`config.mk`:
```
export PLATFORM = sky130hd
export DESIGN_NAME = dbnc_port_irq
export DESIGN_NICKNAME = d
export VERILOG_FILES = /design/src/rtl/dbnc_pkg.sv /design/src/rtl/dbnc_sync.sv /design/src/rtl/dbnc_prescaler.sv /design/src/rtl/dbnc_group.sv /design/src/rtl/dbnc_port_irq.sv
export SDC_FILE = /design/constraint.sdc
export NUM_CORES = 1
export LEC_CHECK = 0
export BUFFER_PORTS_ARGS = -buffer_cell sky130_fd_sc_hd__buf_4
export CAP_MARGIN = 20
export CORE_MARGIN = 3
export CORE_UTILIZATION = 55
export CTS_BUF_LIST = sky130_fd_sc_hd__clkbuf_2 sky130_fd_sc_hd__clkbuf_4 sky130_fd_sc_hd__clkbuf_8
export DETAILED_ROUTE_END_ITERATION = 12
export PLACE_DENSITY = 0.77
export SLEW_MARGIN = 20
export SYNTH_ARGS = -nofsm -noshare
export SYNTH_HDL_FRONTEND = slang
export SYNTH_SLANG_ARGS = --single-unit
```
`constraint.sdc`:
```
create_clock -name clk_i -period 1.9 [get_ports clk_i]
set_input_delay 0.285 -clock clk_i [delete_from_list [all_inputs] [get_ports clk_i]]
set_output_delay 0.285 -clock clk_i [all_outputs]
set_load 0.005 [all_outputs]
```
`src/rtl/dbnc_pkg.sv`:
```
package dbnc_pkg;
  typedef enum logic [1:0] {
    A_CTL  = 2'd0,
    A_CMP  = 2'd1,
    A_EN   = 2'd2,
    A_FLAG = 2'd3
  } reg_addr_e;

  typedef enum logic [2:0] {
    CT_NONE = 3'd0,
    CT_F1   = 3'd1,
    CT_F2   = 3'd2,
    CT_F4   = 3'd3,
    CT_S128 = 3'd4,
    CT_S512 = 3'd5,
    CT_S2K  = 3'd6,
    CT_S4K  = 3'd7
  } ct_e;

  localparam int unsigned CT_FIELD_W = 4;
endpackage

```
`src/rtl/dbnc_sync.sv`:
```
module dbnc_sync #(
  parameter int unsigned W = 4
) (
  input  logic         clk_i,
  input  logic         rst_ni,
  input  logic [W-1:0] d_i,
  output logic [W-1:0] q_o
);
  logic [W-1:0] s0_q, s1_q;
  always_ff @(posedge clk_i or negedge rst_ni) begin
    if (!rst_ni) begin
      s0_q <= '1;
      s1_q <= '1;
    end else begin
      s0_q <= d_i;
      s1_q <= s0_q;
    end
  end
  assign q_o = s1_q;
endmodule

```
`src/rtl/dbnc_prescaler.sv`:
```
module dbnc_prescaler #(
  parameter int unsigned CNT_W = 12
) (
  input  logic           clk_i,
  input  logic           rst_ni,
  input  logic           tick_i,
  output logic [CNT_W:0] tap_o
);
  logic [CNT_W-1:0] cnt_q;
  always_ff @(posedge clk_i or negedge rst_ni) begin
    if (!rst_ni)     cnt_q <= '0;
    else if (tick_i) cnt_q <= cnt_q + 1'b1;
  end

  // tap k pulses once every 2**k ticks
  assign tap_o[0] = tick_i;
  for (genvar k = 1; k <= CNT_W; k++) begin : g_tap
    assign tap_o[k] = tick_i & (&cnt_q[k-1:0]);
  end
endmodule

```
`src/rtl/dbnc_group.sv`:
```
module dbnc_group #(
  parameter int unsigned W = 4
) (
  input  logic         clk_i,
  input  logic         rst_ni,
  input  logic [W-1:0] pin_i,
  input  logic         bypass_i,
  input  logic         tick_i,
  output logic [W-1:0] sync_o,
  output logic [W-1:0] flt_o
);
  logic [W-1:0] sync_w;

  dbnc_sync #(.W(W)) u_sync (
    .clk_i (clk_i),
    .rst_ni(rst_ni),
    .d_i   (pin_i),
    .q_o   (sync_w)
  );

  for (genvar i = 0; i < W; i++) begin : g_pin
    logic smp_q, flt_q;
    always_ff @(posedge clk_i or negedge rst_ni) begin
      if (!rst_ni) begin
        smp_q <= 1'b1;
        flt_q <= 1'b1;
      end else if (bypass_i) begin
        smp_q <= sync_w[i];
        flt_q <= sync_w[i];
      end else if (tick_i) begin
        smp_q <= sync_w[i];
        // accept only when two consecutive samples agree
        if (smp_q == sync_w[i]) flt_q <= sync_w[i];
      end
    end
    assign flt_o[i] = flt_q;
  end

  assign sync_o = sync_w;
endmodule

```
`src/rtl/dbnc_port_irq.sv`:
```
module dbnc_port_irq #(
  parameter int unsigned NPIN   = 8,
  parameter int unsigned GRP    = 4,
  parameter int unsigned SLOW_W = 12,
  parameter int unsigned FAST_W = 2
) (
  input  logic            clk_i,
  input  logic            rst_ni,
  input  logic [NPIN-1:0] pins_i,
  input  logic            slow_tick_i,
  input  logic            fast_tick_i,
  input  logic            reg_wr_i,
  input  logic [1:0]      reg_addr_i,
  input  logic [NPIN-1:0] reg_wdata_i,
  output logic [NPIN-1:0] reg_rdata_o,
  output logic            irq_o
);
  import dbnc_pkg::*;

  localparam int unsigned NGRP = NPIN / GRP;

  logic [SLOW_W:0]     slow_tap;
  logic [FAST_W:0]     fast_tap;
  ct_e                 ctl_q [NGRP];
  logic [NPIN-1:0]     cmp_q, en_q, flag_q, mis_q;
  logic [NPIN-1:0]     sync_w, flt_w, mis_w, set_w, w1c_mask;
  logic [NGRP-1:0]     grp_tick, grp_byp;
  logic [NPIN-1:0]     ctl_rd;

  dbnc_prescaler #(.CNT_W(SLOW_W)) u_slow (
    .clk_i (clk_i), .rst_ni(rst_ni), .tick_i(slow_tick_i), .tap_o(slow_tap)
  );
  dbnc_prescaler #(.CNT_W(FAST_W)) u_fast (
    .clk_i (clk_i), .rst_ni(rst_ni), .tick_i(fast_tick_i), .tap_o(fast_tap)
  );

  for (genvar g = 0; g < NGRP; g++) begin : g_grp
    always_comb begin
      grp_byp[g]  = 1'b0;
      grp_tick[g] = 1'b0;
      unique case (ctl_q[g])
        CT_NONE: grp_byp[g]  = 1'b1;
        CT_F1:   grp_tick[g] = fast_tap[0];
        CT_F2:   grp_tick[g] = fast_tap[1];
        CT_F4:   grp_tick[g] = fast_tap[2];
        CT_S128: grp_tick[g] = slow_tap[7];
        CT_S512: grp_tick[g] = slow_tap[9];
        CT_S2K:  grp_tick[g] = slow_tap[11];
        CT_S4K:  grp_tick[g] = slow_tap[12];
        default: grp_byp[g]  = 1'b1;
      endcase
    end

    dbnc_group #(.W(GRP)) u_grp (
      .clk_i   (clk_i),
      .rst_ni  (rst_ni),
      .pin_i   (pins_i[g*GRP +: GRP]),
      .bypass_i(grp_byp[g]),
      .tick_i  (grp_tick[g]),
      .sync_o  (sync_w[g*GRP +: GRP]),
      .flt_o   (flt_w[g*GRP +: GRP])
    );

    always_ff @(posedge clk_i or negedge rst_ni) begin
      if (!rst_ni) ctl_q[g] <= CT_NONE;
      else if (reg_wr_i && reg_addr_i == A_CTL)
        ctl_q[g] <= ct_e'(reg_wdata_i[g*CT_FIELD_W +: 3]);
    end

    assign ctl_rd[g*CT_FIELD_W +: CT_FIELD_W] = {1'b0, ctl_q[g]};
  end

  assign mis_w    = flt_w ^ cmp_q;
  assign set_w    = mis_w & ~mis_q;
  assign w1c_mask = (reg_wr_i && reg_addr_i == A_FLAG) ? reg_wdata_i : '0;

  always_ff @(posedge clk_i or negedge rst_ni) begin
    if (!rst_ni) begin
      cmp_q  <= '1;
      en_q   <= '0;
      flag_q <= '0;
      mis_q  <= '0;
    end else begin
      mis_q  <= mis_w;
      flag_q <= (flag_q & ~w1c_mask) | set_w;
      if (reg_wr_i && reg_addr_i == A_CMP) cmp_q <= reg_wdata_i;
      if (reg_wr_i && reg_addr_i == A_EN)  en_q  <= reg_wdata_i;
    end
  end

  always_comb begin
    unique case (reg_addr_e'(reg_addr_i))
      A_CTL:   reg_rdata_o = ctl_rd;
      A_CMP:   reg_rdata_o = cmp_q;
      A_EN:    reg_rdata_o = en_q;
      default: reg_rdata_o = flag_q;
    endcase
  end

  assign irq_o = |(flag_q & en_q);
endmodule

```
==> results of run 1 <==
cells in the mapped netlist (all sizes together):
library cell,instances,area share (%)
or2b,1,0.20
and3,7,1.3
and3b,1,0.23
xor2,14,3.3
o22a,3,0.70
nor2,6,0.60
nand2,21,2.2
xnor2,5,1.2
a21oi,7,1.0
ha,3,1.0
nor3,6,1.4
inv,13,1.3
nand4,7,1.2
o21ai,9,1.2
a22o,10,2.3
and4,2,0.54
a21o,1,0.20
nor2b,2,0.34
dfstp,40,28
o211ai,4,0.81
o21bai,3,0.60
or3,2,0.34
nand3b,2,0.40
mux2,32,9.9
dfrtp,44,30
nand3,7,0.94
a211oi,1,0.34
nor3b,1,0.34
o22ai,1,0.17
mux4,6,3.6
nand2b,3,0.50
or2,1,0.17
clkbuf,2,0.20
a22oi,4,0.81
buf,8,1.6
a221oi,1,0.40
o221a,3,0.91
path summary, 6_finish.rpt:
check | startpoint | endpoint | slack (ps) | depth (start not counted)
max in group asynchronous | rst_ni | g_grp[1].u_grp.g_pin[3].flt_q$_DFFE_PN1P_ | 850 | 3
worst min-delay path | pins_i[6] | g_grp[1].u_grp.u_sync.s0_q[2]$_DFF_PN1_ | 30 | 1
min in group asynchronous | rst_ni | u_slow.cnt_q[5]$_DFFE_PN0P_ | 390 | 2
worst max register to register | u_slow.cnt_q[0]$_DFFE_PN0P_ | g_grp[1].u_grp.g_pin[3].flt_q$_DFFE_PN1P_ | -30 | 9
worst max-delay path | u_slow.cnt_q[0]$_DFFE_PN0P_ | g_grp[1].u_grp.g_pin[3].flt_q$_DFFE_PN1P_ | -30 | 9
worst min register to register | g_grp[0].u_grp.u_sync.s0_q[1]$_DFF_PN1_ | g_grp[0].u_grp.u_sync.q_o[1]$_DFF_PN1_ | 350 | 0
power by group through the flow:
stage	Clock, mW	Combinational [mW]	Sequential, mW
2_1_floorplan	0	1.06	2.77
3_3_place_gp	0	1.43	2.88
3_5_place_dp	0	1.50	2.91
4_1_cts	1.37	1.57	2.89
5_1_grt	1.44	1.84	2.96
6_report	1.33	1.65	2.89
sequential cells by signal (all words and copies together), names as in the netlist:
signal and cells:
u_slow.cnt_q 12, cmp_q 8, en_q 8, flag_q 8
g_grp.u_grp.g_pin.flt_q 8, g_grp.u_grp.g_pin.smp_q 8, g_grp.u_grp.u_sync.q_o 8, g_grp.u_grp.u_sync.s0_q 8
mis_q 8, ctl_q 6, u_fast.cnt_q 2
cells by family (layout without fill, tap and decap cells):
logic type	Yosys count	count (layout)	share of synthesized area [%]
AOI/OAI and AO/OA	47	47	9.530
and+or+nand+nor	69	69	10.64
xor gates and xnor gates	19	19	4.463
DFF	84	84	57.72
muxes	38	38	13.49
adders and majority gates	3	3	1.007
buffers and inverters	23	89	3.155
repair_timing:
action	in CTS	in global routing
cloned	0	1
setup buffers	6	3
hold buffers	1	4
hold endpoints to repair	14	4
pin swaps	9	6
gates resized for setup	6	8
setup endpoints to repair	7	16
layer usage:
layer,part of all wire [%],global-route usage [%]
met5,0,0
met1,45,28.02
met2,51,31.88
met3,3.2,6.611
met4,0.63,6.731
layout make-up:
class,instances,area (um2),share of cell area (%)
Sequential cell,84,2153,48.02
Multi-Input combinational cell,176,1489,33.20
Timing Repair Buffer,60,488.0,10.88
Clock buffer,10,137.6,3.069
Tap cell,77,96.34,2.148
Clock inverter,6,71.32,1.590
Inverter,13,48.80,1.088
worst max-delay path, delay by kind of cell, from the launching register on:
kind	cells	cell delay, ps
compound gates	3	420
simple gates	3	560
flops	1	390
buf+inv	2	300
fa+ha+maj	1	190
==> results.txt, run 1 <==
max incr delay on CP -> 390 ps
Synth Instances -> 283
leakage -> 1.971 nW
Fillers -> 467
clk sinks -> 84
Max Fclk -> 517.1 MHz
most used cell, CP -> buf_4
core area -> 6459 um2
Final Util -> 69.43%
crit path kind -> register to register
VDD IR max -> 0.7429 mV
largest net degree at the start of global routing -> 57
crit path capture type -> register
Initial Util -> 57.73%
first-pass GRT wire length -> 12120 um
Die W -> 88.34 um
Cell Area, Synth -> 3729 um2
drt first pass iters -> 4
CTS tree -> built
Global Route Usage Sum -> 20.67%
Min-Delay Path Class -> primary input to register
crit share post-route -> 101.8%
wire per inst -> 17.06 um
Post-Syn Nets -> 309
Syn Area/Cell -> 13.18 um2
commonest non-fill, non-tap cell in the layout -> buf_4
post-route cell area -> 4484 um2
GRT Residual Overflow -> 0
minimum clock period -> 1934 ps
synth unique cells -> 47
failing checks -> setup timing
Final Hold Fails -> 0
Crit Path Max Fanout -> 4
combinational fraction of design power -> 28.1%
ordered cell list for the critical path -> ha_2 -> buf_4 -> and4_4 -> nand4_1 -> o21ai_2 -> nor3_4 -> buf_4 -> o22ai_2 -> a221oi_2
synth warn -> 0
FF+latch count, synth -> 84
layout cells sized above 1 -> 48.71%
Clock power frac -> 22.6%
worst skew pair latency -> 360 ps
outcome -> finished with violations
CTS H-tree lvls -> 3
clock root buffer -> clkbuf_8
clock skew -> 11.91 ps
drt drc -> 0
full die area -> 7803 um2
Area Growth Syn to Fin -> 20.27%
vias in the first global route -> 2441
post-synthesis sequential area ratio -> 57.72%
worst slew pin tran -> 571.9 ps
placed insts -> 396
post-place setup slack -> -52.49 ps
Post-DP HPWL -> 4845 um
Flop pwr share -> 49.2%
post-route ant nets -> 0
most frequent cells in the layout -> buf_4, dfrtp_1, dfstp_2
slack of the critical path -> -33.78 ps
Setup crit start kind -> register
PortBufs -> 31
setup TNS -> -56.07 ps
placed inst area -> 4126 um2
Via Count -> 2401
crit path DAT -> 2200 ps
Critical Path RT -> 2170 ps
switching share of power -> 30.40%
routed wire length -> 7267 um
internal power -> 4.082 mW
# IOs -> 32
number of endpoints failing setup at the final stage -> 3
clock tree buffer depth -> 2
RD Place Congestion -> 0.7682
fin. max-slew vios -> 0
Hold WS -> 32.97 ps
Slew HR -> 61.58%
Rows -> 29
Num CTS Buffers -> 9
Final Power -> 5.864 mW
Die H -> 88.34 um
unrepaired setup endpoints after global routing -> yes
number of diodes -> 0
Slowest cell on crit path -> dfrtp_1
# Max-Cap Violations -> 0
antenna violations before repair -> 0
power per standard cell area -> 1308 nW/um2
Final Non-Filler Cells -> 426
layout net count -> 370
DR vias/cell -> 5.636
drt initial violations -> 177
Reg clk slew, reported paths -> 90 ps
Net Sw Power -> 1.783 mW
(Power assumes the default switching activity.)
==> run 2, diff against run 1 <==
--- a/config.mk
+++ b/config.mk
@@ -7,10 +7,12 @@
 export LEC_CHECK = 0
 export BUFFER_PORTS_ARGS = -buffer_cell sky130_fd_sc_hd__buf_4
 export CAP_MARGIN = 20
+export CORE_ASPECT_RATIO = 1.25
 export CORE_MARGIN = 3
 export CORE_UTILIZATION = 55
 export CTS_BUF_LIST = sky130_fd_sc_hd__clkbuf_2 sky130_fd_sc_hd__clkbuf_4 sky130_fd_sc_hd__clkbuf_8
 export DETAILED_ROUTE_END_ITERATION = 12
+export HOLD_SLACK_MARGIN = 0.15
 export PLACE_DENSITY = 0.77
 export SLEW_MARGIN = 20
 export SYNTH_ARGS = -nofsm -noshare
==> run 2 against run 1 <==
The flow now finishes without violations. Utilization is 0.48 points higher. Wire length is 0.89% higher. Cell area is 0.75% lower. Non-clock buffer count is 1 lower. Worst setup slack better by 50 ps. Critical path depth is 1 lower. Flip-flop and latch count stayed put. Hold slack better by 150 ps. Via count is 2.3% higher. Largest cell class unchanged. Highest routed layer unchanged.
==> results.txt, run 2 (same netlist as run 1, synthesis figures left out) <==
Max Fclk -> 530.8 MHz
drt initial violations -> 82
Flop pwr share -> 51.1%
Setup crit start kind -> register
Slowest cell on crit path -> dfrtp_1
clock root buffer -> clkbuf_8
crit share post-route -> 99.16%
Largest Register -> u_slow.cnt_q
wire per inst -> 16.93 um
post-route ant nets -> 0
Reg clk slew, reported paths -> 90 ps
core area -> 6366 um2
routed wire length -> 7332 um
clock tree buffer depth -> 2
crit path buf inv count -> 1
fin. max-slew vios -> 0
GRT Residual Overflow -> 0
Critical Path RT -> 2170 ps
vias in the first global route -> 2577
worst skew pair latency -> 350 ps
Global Route Usage Sum -> 20.35%
placed inst area -> 4144 um2
Net Sw Power -> 1.750 mW
Slew HR -> 64.57%
VDD IR max -> 0.8568 mV
Min-Delay Path Class -> primary input to register
ordered cell list for the critical path -> ha_2 -> buf_4 -> and4_4 -> nand4_1 -> o21ai_1 -> nor3_4 -> o22ai_1 -> a221oi_2
commonest non-fill, non-tap cell in the layout -> buf_4
drt drc -> 0
power per standard cell area -> 1273 nW/um2
unrepaired setup endpoints after global routing -> yes
clock skew -> 9.097 ps
crit path DAT -> 2160 ps
most frequent cells in the layout -> buf_4, dfrtp_1, dfstp_2
largest net degree at the start of global routing -> 43
internal power -> 3.916 mW
RD Place Congestion -> 0.7964
Initial Util -> 58.57%
layout cells sized above 1 -> 45.69%
leakage -> 1.950 nW
minimum clock period -> 1884 ps
number of diodes -> 0
antenna violations before repair -> 0
first-pass GRT wire length -> 12390 um
post-route cell area -> 4451 um2
crit path capture type -> register
PortBufs -> 31
max reg flops -> 12
layout net count -> 369
reg2reg setup slack -> 20 ps
max incr delay on CP -> 390 ps
Crit Path Max Fanout -> 10
Via Count -> 2456
Final Non-Filler Cells -> 433
combinational fraction of design power -> 27.2%
DR vias/cell -> 5.672
CP top delay family -> simple AND/OR/NAND/NOR gates
CTS H-tree lvls -> 3
outcome -> complete, no violations
Die W -> 79.65 um
Final Power -> 5.666 mW
worst slew pin tran -> 531.5 ps
number of endpoints failing setup at the final stage -> 0
Final Hold Fails -> 0
Clock power frac -> 21.7%
setup TNS -> 0 ps
Area Growth Syn to Fin -> 19.36%
# Max-Cap Violations -> 0
drt first pass iters -> 4
clk sinks -> 84
Post-DP HPWL -> 4962 um
# IOs -> 32
placed insts -> 405
Rows -> 32
full die area -> 7810 um2
switching share of power -> 30.88%
crit path kind -> register to register
CTS tree -> built
Num CTS Buffers -> 9
Die H -> 98.06 um
[run 2: cell count changes in the layout (fill, tap and decap cells not counted), moves of 2 or more]
cell	previous run	this run
buf_4	49	46
buf_6	4	1
dlygate4sd3_1	5	10
inv_4	0	2
inv_6	1	3
o21ai_1	1	3
o21ai_2	2	0
[run 2: worst register-to-register path: cells and delay by family, from the launching register on]
family,cells,cell delay [ps]
simple gates,3,610
compound gates,3,490
buf+inv,1,130
flops,1,390
fa+ha+maj,1,190
[run 2: power groups by stage]
stage,Combinational [mW],Sequential [mW],Clock (mW)
after floorplan,1.06,2.77,0
after global placement,1.42,2.89,0
after detailed placement,1.49,2.91,0
after CTS,1.52,2.89,1.26
after global routing,1.70,2.97,1.34
final,1.54,2.89,1.23
[run 2: final timing paths]
path                                                              start                                         to  cells past startpoint
worst max register to register              u_slow.cnt_q[1]$_DFFE_PN0P_  g_grp[1].u_grp.g_pin[3].flt_q$_DFFE_PN1P_                      8
worst min-delay path                                     reg_wdata_i[7]                        en_q[7]$_DFFE_PN0P_                      2
worst min register to register  g_grp[0].u_grp.u_sync.s0_q[3]$_DFF_PN1_     g_grp[0].u_grp.u_sync.q_o[3]$_DFF_PN1_                      0
min in group asynchronous                                        rst_ni                         mis_q[5]$_DFF_PN0_                      2
worst max-delay path                        u_slow.cnt_q[1]$_DFFE_PN0P_  g_grp[1].u_grp.g_pin[3].flt_q$_DFFE_PN1P_                      8
max in group asynchronous                                        rst_ni  g_grp[0].u_grp.g_pin[1].flt_q$_DFFE_PN1P_                      3
[run 2: area by class of cell]
type                    instances  area (um2)
flip-flops and latches         84        2152
fillers                       465        1916
multi-input cells             176        1471
repair buffers                 59       481.7
clock buffers                  11       151.4
well taps                      85       106.4
inverters                      13       48.80
clock inverters                 5       38.79
[run 2: layer usage]
metal	global-route usage, %	part of all wire [%]
met5	0	0
met4	7.143	2.2
met2	32.54	50
met3	4.613	3.7
met1	27.31	44
[run 2: what timing repair did]
action / in CTS / in global routing
cloned: 0 / 1
hold endpoints to repair: 27 / 0
pin swaps: 5 / 6
hold buffers: 10 / 0
buffers inserted: 3 / 0
setup endpoints to repair: 3 / 13
gates resized for setup: 2 / 4
[run 2: metrics by stage]
stage / util, % / hold slack (ps) / setup WS [ps]
floorplan: - / -10.59 / 57.69
global placement: 65.09 / 291.8 / 24.55
detailed placement: 65.09 / 299.0 / -48.61
CTS: 69.65 / 168.4 / -34.27
global route: 69.91 / 165.4 / -102.6
finish: 69.91 / 179.6 / 15.88
==> run 3, diff against run 2 <==
--- a/config.mk
+++ b/config.mk
@@ -9,12 +9,13 @@
 export CAP_MARGIN = 20
 export CORE_ASPECT_RATIO = 1.25
 export CORE_MARGIN = 3
-export CORE_UTILIZATION = 55
-export CTS_BUF_LIST = sky130_fd_sc_hd__clkbuf_2 sky130_fd_sc_hd__clkbuf_4 sky130_fd_sc_hd__clkbuf_8
+export CORE_UTILIZATION = 54
 export DETAILED_ROUTE_END_ITERATION = 12
 export HOLD_SLACK_MARGIN = 0.15
-export PLACE_DENSITY = 0.77
+export PLACE_DENSITY = 0.76
+export REMOVE_ABC_BUFFERS = 1
 export SLEW_MARGIN = 20
 export SYNTH_ARGS = -nofsm -noshare
 export SYNTH_HDL_FRONTEND = slang
+export SYNTH_HIERARCHICAL = 1
 export SYNTH_SLANG_ARGS = --single-unit
==> run 3 against run 2 <==
The flow now finishes with violations (setup timing). Largest cell class unchanged. Synthesized area grew 3.7%. Critical endpoint is now g_grp[0].u_grp/g_pin[2].smp_q$_DFFE_PN1P_. Critical path depth up 3. Global-route usage decreased by 0.64 points. Synthesized cell count up 0.35%.
==> results.txt, run 3 <==
outcome -> finished with violations
failing checks -> setup timing
worst skew pair latency -> 350 ps
GRT Residual Overflow -> 0
CTS H-tree lvls -> 3
Num CTS Buffers -> 9
layout net count -> 375
number of endpoints failing setup at the final stage -> 16
clock skew -> 12.16 ps
Final Hold Fails -> 0
slack of the critical path -> -368.3 ps
Global Route Usage Sum -> 19.71%
Reg clk slew, reported paths -> 80 ps
RD Place Congestion -> 0.7768
Min-Delay Path Class -> primary input to register
max incr delay on CP -> 470 ps
register area -> 2152 um2
DR vias/cell -> 5.465
vias in the first global route -> 2493
worst slew pin tran -> 525.2 ps
core area -> 6771 um2
Final Power -> 6.005 mW
Cell Area, Synth -> 3866 um2
antenna violations before repair -> 0
wire per inst -> 16.68 um
# Max-Cap Violations -> 0
max reg flops -> 12
Largest Register -> u_slow/cnt_q
crit path kind -> register to register
Rows -> 33
Die H -> 100.6 um
GRT Max-Usage Layer -> met2
clock tree buffer depth -> 2
Final Util -> 68.85%
Syn Area/Cell -> 13.61 um2
commonest non-fill, non-tap cell in the layout -> buf_4
fin. max-slew vios -> 0
Synth Instances -> 284
# IOs -> 32
power per standard cell area -> 1288 nW/um2
GRT met3 Usage -> 4.472%
PortBufs -> 31
Via Count -> 2399
Fillers -> 496
clk sinks -> 84
ordered cell list for the critical path -> ha_2 -> nand3_2 -> nor2_2 -> ha_2 -> and2_4 -> mux4_2 -> nand2_2 -> o21ai_2 -> buf_6 -> nor2_8 -> mux2_4
Post-DP HPWL -> 4910 um
Die W -> 81.68 um
setup TNS -> -5214 ps
drt initial violations -> 104
grt met1 use -> 26.01%
routed wire length -> 7323 um
minimum clock period -> 2268 ps
layout cells sized above 1 -> 52.27%
post-route ant nets -> 0
most frequent cells in the layout -> buf_4, dfrtp_1, dfstp_2
first-pass GRT wire length -> 12070 um
VDD IR max -> 0.7875 mV
Critical Path RT -> 2170 ps
M2 GR Usage -> 31.74%
leakage -> 2.101 nW
Area Growth Syn to Fin -> 20.58%
largest net degree at the start of global routing -> 59
full die area -> 8217 um2
most used cell, CP -> ha_2
Initial Util -> 57.10%
Slowest cell on crit path -> mux4_2
Multi-input gate area -> 1573 um2
drt first pass iters -> 4
CTS tree -> built
unrepaired setup endpoints after global routing -> yes
synth warn -> 6
crit path capture type -> register
Setup crit start kind -> register
Slew HR -> 64.83%
Crit Path Max Fanout -> 5
Max Fclk -> 440.9 MHz
number of diodes -> 0
clock root buffer -> clkbuf_8
crit path DAT -> 2540 ps
crit share post-route -> 119.4%
drt drc -> 0
[run 3: repair_timing]
action / in CTS / in global routing
hold endpoints to repair: 34 / 0
resized for setup: 11 / 8
buffers inserted: 2 / 1
cloned: 2 / 0
hold buffers: 9 / 0
pin swaps: 8 / 1
endpoints found under the setup margin: 16 / 17
[run 3: final timing paths]
kind                                                          from                                   endpoint  slack [ps]  cells after the start
setup / recovery                       u_slow/cnt_q[1]$_DFFE_PN0P_  g_grp[0].u_grp/g_pin[2].smp_q$_DFFE_PN1P_        -370                     11
hold / removal                                         fast_tick_i                u_fast/cnt_q[0]$_DFFE_PN0P_         170                      2
setup reg to reg                       u_slow/cnt_q[1]$_DFFE_PN0P_  g_grp[0].u_grp/g_pin[2].smp_q$_DFFE_PN1P_        -370                     11
hold reg to reg            g_grp[0].u_grp/u_sync/s0_q[2]$_DFF_PN1_     g_grp[0].u_grp/u_sync/q_o[2]$_DFF_PN1_         350                      0
max in group asynchronous                                   rst_ni  g_grp[0].u_grp/g_pin[2].flt_q$_DFFE_PN1P_         870                      3
min in group asynchronous                                   rst_ni                        en_q[0]$_DFFE_PN0P_         370                      2
[run 3: per-stage QoR]
step                hold slack [ps]  setup WS [ps]  cells  area, um2
CTS                           150.3         -349.4    438       4624
global placement              208.9         -502.5    409       4260
detailed placement            217.6         -547.8    409       4260
floorplan                    -10.59         -757.8    267       3726
global route                  164.3         -480.0    439       4662
finish                        166.4         -368.3    439       4662
[run 3: cell type report]
cell class | count | area share, %
clock buffer | 13 | 3.650
multi-input combinational | 166 | 33.74
sequential | 84 | 46.16
tap | 87 | 2.335
timing repair buffer | 68 | 11.73
clock inverter | 3 | 0.9393
inverter | 18 | 1.449
[run 3: per-layer routing]
layer | wire length [um] | vias up | share of wire [%]
met4 | 108 | 0 | 1.5
met5 | 0 | - | 0
met3 | 272 | 13 | 3.7
met1 | 3216 | 1217 | 44
li1 | - | 1120 | -
met2 | 3726 | 49 | 51
[run 3: critical path, delay by kind of cell (launching register included)]
kind                       cells  cell delay, ps
buffers and inverters          1             140
and+or+nand+nor                5             450
DFF                            1             390
AOI/OAI and AO/OA              1              70
adders and majority gates      2             370
muxes                          2             780
[run 3: power breakdown]
group	leakage (nW)	switching (mW)	total, mW	internal, mW
registers	0.937	0.443	2.95	2.51
clock network	0.109	0.617	1.34	0.725
logic	1.06	0.702	1.71	1.01
total	2.10	1.76	6.00	4.24
